$ cat src/rtl/wsc_pkg.sv
package wsc_pkg;
  typedef enum logic [0:0] {
    SWEEP_IDLE = 1'b0,
    SWEEP_SCAN = 1'b1
  } sweep_state_e;
endpackage

$ cat src/rtl/wsc_frame_store.sv
module wsc_frame_store #(
  parameter int NFRAMES = 8,
  parameter int TIME_W  = 16,
  parameter int IW      = 3
) (
  input  logic              clk,
  input  logic              rst,
  input  logic [TIME_W-1:0] now_i,
  input  logic              ref_vld_i,
  input  logic [IW-1:0]     ref_idx_i,
  input  logic              ref_wr_i,
  input  logic              wbd_vld_i,
  input  logic [IW-1:0]     wbd_idx_i,
  input  logic              sweep_clr_i,
  input  logic [IW-1:0]     sel_idx_i,
  output logic              sel_ref_o,
  output logic              sel_mod_o,
  output logic              sel_seen_o,
  output logic [TIME_W-1:0] sel_time_o
);
  logic [NFRAMES-1:0] touched;
  logic [NFRAMES-1:0] dirty;
  logic [NFRAMES-1:0] seen;
  logic [TIME_W-1:0]  stamp_mem [NFRAMES];

  for (genvar g = 0; g < NFRAMES; g++) begin : g_frame
    logic t_q, d_q, s_q;
    logic hit_ref, hit_wr, hit_done, hit_clr;
    assign hit_ref  = ref_vld_i && (ref_idx_i == IW'(g));
    assign hit_wr   = hit_ref && ref_wr_i;
    assign hit_done = wbd_vld_i && (wbd_idx_i == IW'(g));
    assign hit_clr  = sweep_clr_i && (sel_idx_i == IW'(g));

    always_ff @(posedge clk) begin
      if (rst) begin
        t_q <= 1'b0;
        d_q <= 1'b0;
        s_q <= 1'b0;
      end else begin
        // a reference outranks the sweep clearing the same frame
        if (hit_ref)      t_q <= 1'b1;
        else if (hit_clr) t_q <= 1'b0;
        // a write outranks a completion on the same frame
        if (hit_wr)        d_q <= 1'b1;
        else if (hit_done) d_q <= 1'b0;
        if (hit_clr)       s_q <= 1'b1;
      end
    end
    assign touched[g] = t_q;
    assign dirty[g]   = d_q;
    assign seen[g]    = s_q;
  end

  // timestamp store: one write port and one read port, both at the hand
  always_ff @(posedge clk) begin
    if (sweep_clr_i) stamp_mem[sel_idx_i] <= now_i;
  end

  assign sel_time_o = stamp_mem[sel_idx_i];
  assign sel_ref_o  = touched[sel_idx_i];
  assign sel_mod_o  = dirty[sel_idx_i];
  assign sel_seen_o = seen[sel_idx_i];
endmodule

$ cat src/rtl/wsc_age_check.sv
module wsc_age_check #(
  parameter int TIME_W = 16
) (
  input  logic [TIME_W-1:0] now_i,
  input  logic [TIME_W-1:0] stamp_i,
  input  logic              seen_i,
  input  logic [TIME_W-1:0] tau_i,
  output logic              old_o
);
  logic [TIME_W-1:0] age;
  assign age   = now_i - stamp_i;
  assign old_o = !seen_i || (age > tau_i);
endmodule

$ cat src/rtl/wsc_sweep.sv
module wsc_sweep
  import wsc_pkg::*;
#(
  parameter int NFRAMES = 8,
  parameter int IW      = 3,
  parameter int CW      = 4
) (
  input  logic          clk,
  input  logic          rst,
  input  logic          req_i,
  input  logic          cur_ref_i,
  input  logic          cur_mod_i,
  input  logic          cur_old_i,
  output logic          clr_o,
  output logic [IW-1:0] hand_o,
  output logic          busy_o,
  output logic          done_o,
  output logic [IW-1:0] victim_o,
  output logic          wb_req_o,
  output logic [IW-1:0] wb_idx_o
);
  sweep_state_e  state_q;
  logic [IW-1:0] hand_q, cand_idx_q, pick_idx;
  logic [CW-1:0] steps_q;
  logic          lap2_q, sched_q, cand_v_q;
  logic          scanning, wrap, use_lap2, lap_end_pick;
  logic          pick, adv, wb, cand_take;

  function automatic logic [IW-1:0] step_fwd(input logic [IW-1:0] h);
    return (h == IW'(NFRAMES - 1)) ? '0 : h + 1'b1;
  endfunction

  assign scanning     = (state_q == SWEEP_SCAN);
  assign wrap         = !lap2_q && (steps_q == CW'(NFRAMES));
  assign use_lap2     = lap2_q || (wrap && sched_q);
  assign lap_end_pick = wrap && !sched_q;

  always_comb begin
    pick      = 1'b0;
    pick_idx  = hand_q;
    adv       = 1'b0;
    wb        = 1'b0;
    clr_o     = 1'b0;
    cand_take = 1'b0;
    if (scanning) begin
      if (lap_end_pick) begin
        pick     = 1'b1;
        pick_idx = cand_v_q ? cand_idx_q : hand_q;
        wb       = !cand_v_q && cur_mod_i;
      end else if (cur_ref_i) begin
        clr_o     = 1'b1;
        adv       = 1'b1;
        cand_take = !use_lap2 && !cand_v_q && !cur_mod_i;
      end else if (!cur_mod_i && (use_lap2 || cur_old_i)) begin
        pick = 1'b1;
      end else if (!cur_mod_i) begin
        adv       = 1'b1;
        cand_take = !cand_v_q;
      end else begin
        adv = 1'b1;
        wb  = !use_lap2;
      end
    end
  end

  always_ff @(posedge clk) begin
    if (rst) begin
      state_q    <= SWEEP_IDLE;
      hand_q     <= '0;
      steps_q    <= '0;
      lap2_q     <= 1'b0;
      sched_q    <= 1'b0;
      cand_v_q   <= 1'b0;
      cand_idx_q <= '0;
      done_o     <= 1'b0;
      victim_o   <= '0;
      wb_req_o   <= 1'b0;
      wb_idx_o   <= '0;
    end else begin
      done_o   <= 1'b0;
      wb_req_o <= 1'b0;
      if (!scanning) begin
        if (req_i) begin
          state_q  <= SWEEP_SCAN;
          steps_q  <= '0;
          lap2_q   <= 1'b0;
          sched_q  <= 1'b0;
          cand_v_q <= 1'b0;
        end
      end else begin
        if (wb) begin
          wb_req_o <= 1'b1;
          wb_idx_o <= hand_q;
          sched_q  <= 1'b1;
        end
        if (cand_take) begin
          cand_v_q   <= 1'b1;
          cand_idx_q <= hand_q;
        end
        if (use_lap2) lap2_q <= 1'b1;
        if (adv) begin
          hand_q <= step_fwd(hand_q);
          if (steps_q != CW'(NFRAMES)) steps_q <= steps_q + 1'b1;
        end
        if (pick) begin
          done_o   <= 1'b1;
          victim_o <= pick_idx;
          hand_q   <= step_fwd(pick_idx);
          state_q  <= SWEEP_IDLE;
        end
      end
    end
  end

  assign hand_o = hand_q;
  assign busy_o = scanning;
endmodule

$ cat src/rtl/wsc_victim_sel.sv
module wsc_victim_sel #(
  parameter int NFRAMES = 8,
  parameter int TIME_W  = 16,
  localparam int IW     = (NFRAMES > 1) ? $clog2(NFRAMES) : 1,
  localparam int CW     = $clog2(NFRAMES + 1)
) (
  input  logic              clk,
  input  logic              rst,
  input  logic [TIME_W-1:0] now_i,
  input  logic [TIME_W-1:0] tau_i,
  input  logic              ref_vld_i,
  input  logic [IW-1:0]     ref_idx_i,
  input  logic              ref_wr_i,
  input  logic              wbd_vld_i,
  input  logic [IW-1:0]     wbd_idx_i,
  input  logic              req_i,
  output logic              busy_o,
  output logic              done_o,
  output logic [IW-1:0]     victim_o,
  output logic              wb_req_o,
  output logic [IW-1:0]     wb_idx_o,
  output logic [IW-1:0]     hand_o
);
  logic              clr;
  logic              cur_ref, cur_mod, cur_seen, cur_old;
  logic [TIME_W-1:0] cur_time;

  wsc_frame_store #(.NFRAMES(NFRAMES), .TIME_W(TIME_W), .IW(IW)) u_store (
    .clk(clk), .rst(rst), .now_i(now_i),
    .ref_vld_i(ref_vld_i), .ref_idx_i(ref_idx_i), .ref_wr_i(ref_wr_i),
    .wbd_vld_i(wbd_vld_i), .wbd_idx_i(wbd_idx_i),
    .sweep_clr_i(clr), .sel_idx_i(hand_o),
    .sel_ref_o(cur_ref), .sel_mod_o(cur_mod),
    .sel_seen_o(cur_seen), .sel_time_o(cur_time)
  );

  wsc_age_check #(.TIME_W(TIME_W)) u_age (
    .now_i(now_i), .stamp_i(cur_time), .seen_i(cur_seen),
    .tau_i(tau_i), .old_o(cur_old)
  );

  wsc_sweep #(.NFRAMES(NFRAMES), .IW(IW), .CW(CW)) u_sweep (
    .clk(clk), .rst(rst), .req_i(req_i),
    .cur_ref_i(cur_ref), .cur_mod_i(cur_mod), .cur_old_i(cur_old),
    .clr_o(clr), .hand_o(hand_o), .busy_o(busy_o), .done_o(done_o),
    .victim_o(victim_o), .wb_req_o(wb_req_o), .wb_idx_o(wb_idx_o)
  );
endmodule

$ cat config.mk
export PLATFORM = sky130hd
export DESIGN_NAME = wsc_victim_sel
export DESIGN_NICKNAME = d
export VERILOG_FILES = /design/src/rtl/wsc_pkg.sv /design/src/rtl/wsc_frame_store.sv /design/src/rtl/wsc_age_check.sv /design/src/rtl/wsc_sweep.sv /design/src/rtl/wsc_victim_sel.sv
export SDC_FILE = /design/constraint.sdc
export NUM_CORES = 1
export LEC_CHECK = 0
export CAP_MARGIN = 20
export CORE_ASPECT_RATIO = 1.25
export CORE_MARGIN = 2
export CORE_UTILIZATION = 49
export CTS_BUF_LIST = sky130_fd_sc_hd__clkbuf_16
export CTS_CLUSTER_DIAMETER = 150
export CTS_CLUSTER_SIZE = 28
export DETAILED_ROUTE_END_ITERATION = 16
export DONT_BUFFER_PORTS = 1
export SLEW_MARGIN = 20
export SYNTH_ARGS = -nofsm -noshare
export SYNTH_HDL_FRONTEND = slang
export SYNTH_HIERARCHICAL = 1
export SYNTH_SLANG_ARGS = --single-unit
$ cat constraint.sdc
create_clock -name clk -period 11.8 [get_ports clk]
set_clock_uncertainty 0.2 [all_clocks]
set_input_delay 1.77 -clock clk [delete_from_list [all_inputs] [get_ports clk]]
set_output_delay 1.77 -clock clk [all_outputs]
set_load 0.03 [all_outputs]
==> results.toml <==
[outcome]
outcome = "completed"

[power_and_ir_drop]
seq_power_share = 0.479
p_comb_frac = 0.099
switching_share = 0.2364
max-vdd-ir-drop_v = 0.0001095
clkPwrFrac = 0.422
power.static_leakage_nw = 3.352
p_sw_w = 0.0003288
cellPowerDensity_nw_per_um2 = 149.2
p_int_w = 0.001062

[drt]
vias = 5050
drt_iter0_drc = 385
wl_per_cell_um = 20.24
routed_via_density = 5.920
antenna_left = 0
dr.pass1.iters = 4
drt_wl_total_um = 17270
drc_errors = 0

[die]
die_area_um2 = 18420
core-area_um2 = 16910
start_util = 0.5026
num_rows = 53
die_h_um = 151.3
die_w_um = 121.8
io_pins = 56

[grt]
grt_overflow = 0
busiest_layer = "met2"
met1_usage = 0.2594
grt_pass1_wl_um = 26830
first_global_vias = 5048
grt_max_degree = 48
use_met3 = 0.04480
grt_usage = 0.1947
use_met2 = 0.3187
antenna_found_initial = 0

[timing]
fmax_ghz = 0.1590
slew_violations = 0
period_needed_ns = 6.288
setup_violations = 0
hold_violations = 0
grt_setup_unrepaired = "no"
final.period_utilization = 0.5329
finalSetupTns_ns = 0
tightestPinTransition_ns = 1.052
slew_headroom = 0.2982

[cells_and_area]
n_antenna_cell = 0
drive_gt1_frac = 0.1406
final_nets = 702
finalNonFillerCells = 853
area_delta_synth_final_pct = 9.642
post-route-util = 0.5511

[synthesis]
synth_fp_nets = 700
syn_area_um2 = 8499
yosysUniqueCellTypes = 72
synth_edf_count = 128
synthFlopType = "edfxtp_1"
synthCells = 618
async_flop_share = 0
yosysSeqAreaShare = 0.5606
ys_ff_latch = 174
syn_area_per_cell_um2 = 13.75
ys_warn_count = 6

[clock_tree]
cts_buffers = 17
clock_sinks = 174
cts_max_path_buffers = 2
cts_tree = "done"
clkTransAtPathRegs_ns = 0.07
clk_latency_ns = 0.43
cts-resized-gates = 0
postCtsHoldBufs = 0
clock-root-buffer = "clkbuf_16"
h-tree-depth = 4
cts_setup_buffers = 0

[critical_path]
startpoint_type = "flip-flop"
cp_slowest_cell = "mux4_1"
cp.required_ns = 11.92
crit_type = "flip-flop to flip-flop"
critPathMaxStageDelay_ns = 0.64
cp_max_fo = 41
end_kind = "flip-flop"
arrival_ns = 6.41
path_cells = "buf_4 -> mux4_1 -> mux2_2 -> inv_1 -> ha_1 -> a21oi_2 -> o211ai_1 -> nor3_2 -> a2111oi_2 -> a311o_1 -> ha_1 -> nand4_1 -> a2111oi_0 -> nor4bb_1 -> a21oi_1 -> nor2_1 -> o32ai_4 -> nor2_1 -> a211oi_1"

[job]
drv_cap = 0

[place]
io_buffers = 0
dp_hpwl_um = 11320
gp_congestion = 0.7994
dp.cells = 821

[worst_hold_path]
hold_class = "flip-flop to flip-flop"
-- layout by cell type (no fill, tap or decap), types with 4 or more instances in the layout --
cell,netlist,final
mux2_2,20,20
ha_1,37,37
xnor2_1,7,7
edfxtp_1,128,128
nand3_1,19,19
dfxtp_1,46,43
nor2b_1,8,8
and3_1,5,5
a21oi_1,45,45
inv_1,45,46
buf_4,0,6
o21a_1,4,4
mux4_2,9,9
xor2_1,4,4
o211ai_1,5,5
nand4_1,7,7
and4bb_2,4,4
mux2i_1,6,6
inv_6,0,6
nand2_1,27,27
o21ai_0,19,19
nand2b_1,14,14
nor2_1,40,40
mux4_1,29,29
clkbuf_16,0,17
-- layout make-up --
type / count / area [µm²]
flip-flops and latches: 174 / 4768
well taps: 220 / 275.3
fillers: 1411 / 7591
inverters: 45 / 168.9
clock inverters: 15 / 196.4
multi-input cells: 376 / 3440
clock buffers: 17 / 425.4
repair buffers: 6 / 45.04
-- worst max-delay path: cells and delay by family, from the launching register on --
kind | cells | cell delay (ns)
AOI/OAI and AO/OA | 8 | 2.27
muxes | 2 | 0.92
adders and majority gates | 2 | 0.63
buffers and inverters | 2 | 0.68
DFF | 1 | 0.59
and+or+nand+nor | 5 | 0.88
-- cells by family after synthesis --
kind of cell,share of synthesized area
xor+xnor,0.01133
simple gates,0.09981
fa+ha+maj,0.05682
buf+inv,0.03548
mux,0.1471
compound gates,0.08892
flops,0.5606
-- cells in the mapped netlist (3+ instances only) --
cell	number	area [µm²]
mux4_1	29	762.0
ha_1	37	462.9
xnor2_1	7	61.31
nand3_1	19	95.09
and3b_1	3	26.28
nand4_1	7	43.79
nor2b_1	8	50.05
mux2i_1	6	60.06
mux2_2	20	225.2
or3_1	3	18.77
and4b_1	3	30.03
nand2_1	27	101.4
xor2_1	4	35.03
o21ai_0	19	95.09
dfxtp_1	46	920.9
nor2_1	40	150.1
clkbuf_1	10	37.54
nand2b_1	14	87.58
buf_6	5	56.30
buf_2	7	35.03
o211ai_1	5	37.54
and3_1	5	31.28
edfxtp_1	128	3844
a21oi_1	45	225.2
mux4_2	9	202.7
o21a_1	4	30.03
and4bb_2	4	50.05
inv_1	45	168.9
-- through the flow --
stage	setup slack, ns	instance area, µm²	hold WS [ns]	power (W)
after global placement	5.817	8697	0.2286	0.0008116
after CTS	5.545	9319	0.2448	0.001402
after global routing	5.087	9319	0.2632	0.001442
final	5.512	9319	0.2438	0.001391
after floorplan	6.592	8499	0.2149	0.0007900
after detailed placement	5.563	8697	0.2349	0.0008159
-- power by group through the flow --
| stage | Sequential [W] | Clock, W | Combinational, W |
|---|---|---|---|
| 6_report | 0.000666 | 0.000587 | 0.000137 |
| 5_1_grt | 0.000666 | 0.000623 | 0.000153 |
| 4_1_cts | 0.000666 | 0.000599 | 0.000137 |
| 3_5_place_dp | 0.000680 | 0 | 0.000136 |
| 3_3_place_gp | 0.000680 | 0 | 0.000132 |
| 2_1_floorplan | 0.000678 | 0 | 0.000112 |
-- flip-flops by register name (all words and copies together), names as in the netlist, 3 cells and up --
signal	count
u_store/stamp_mem	128
u_store/g_frame.d_q	8
u_store/g_frame.s_q	8
u_store/g_frame.t_q	8
u_sweep/steps_q	4
u_sweep/cand_idx_q	3
u_sweep/hand_o	3
u_sweep/victim_o	3
u_sweep/wb_idx_o	3
-- path summary, 6_finish.rpt --
kind | slack (ns) | startpoint | endpoint | cells past startpoint
min | 0.24 | u_store/g_frame[7].s_q | u_store/g_frame[7].s_q | 2
max | 5.51 | u_sweep/hand_o[1] | u_sweep/victim_o[1] | 19
min reg2reg | 0.24 | u_store/g_frame[7].s_q | u_store/g_frame[7].s_q | 2
max reg2reg | 5.51 | u_sweep/hand_o[1] | u_sweep/victim_o[1] | 19
-- per-layer routing --
metal,share of wire,vias up
met5,0,-
met4,0.012,0
met3,0.036,20
met2,0.48,103
met1,0.47,2541
li1,-,2386
Power figures use the tool's default switching activity.
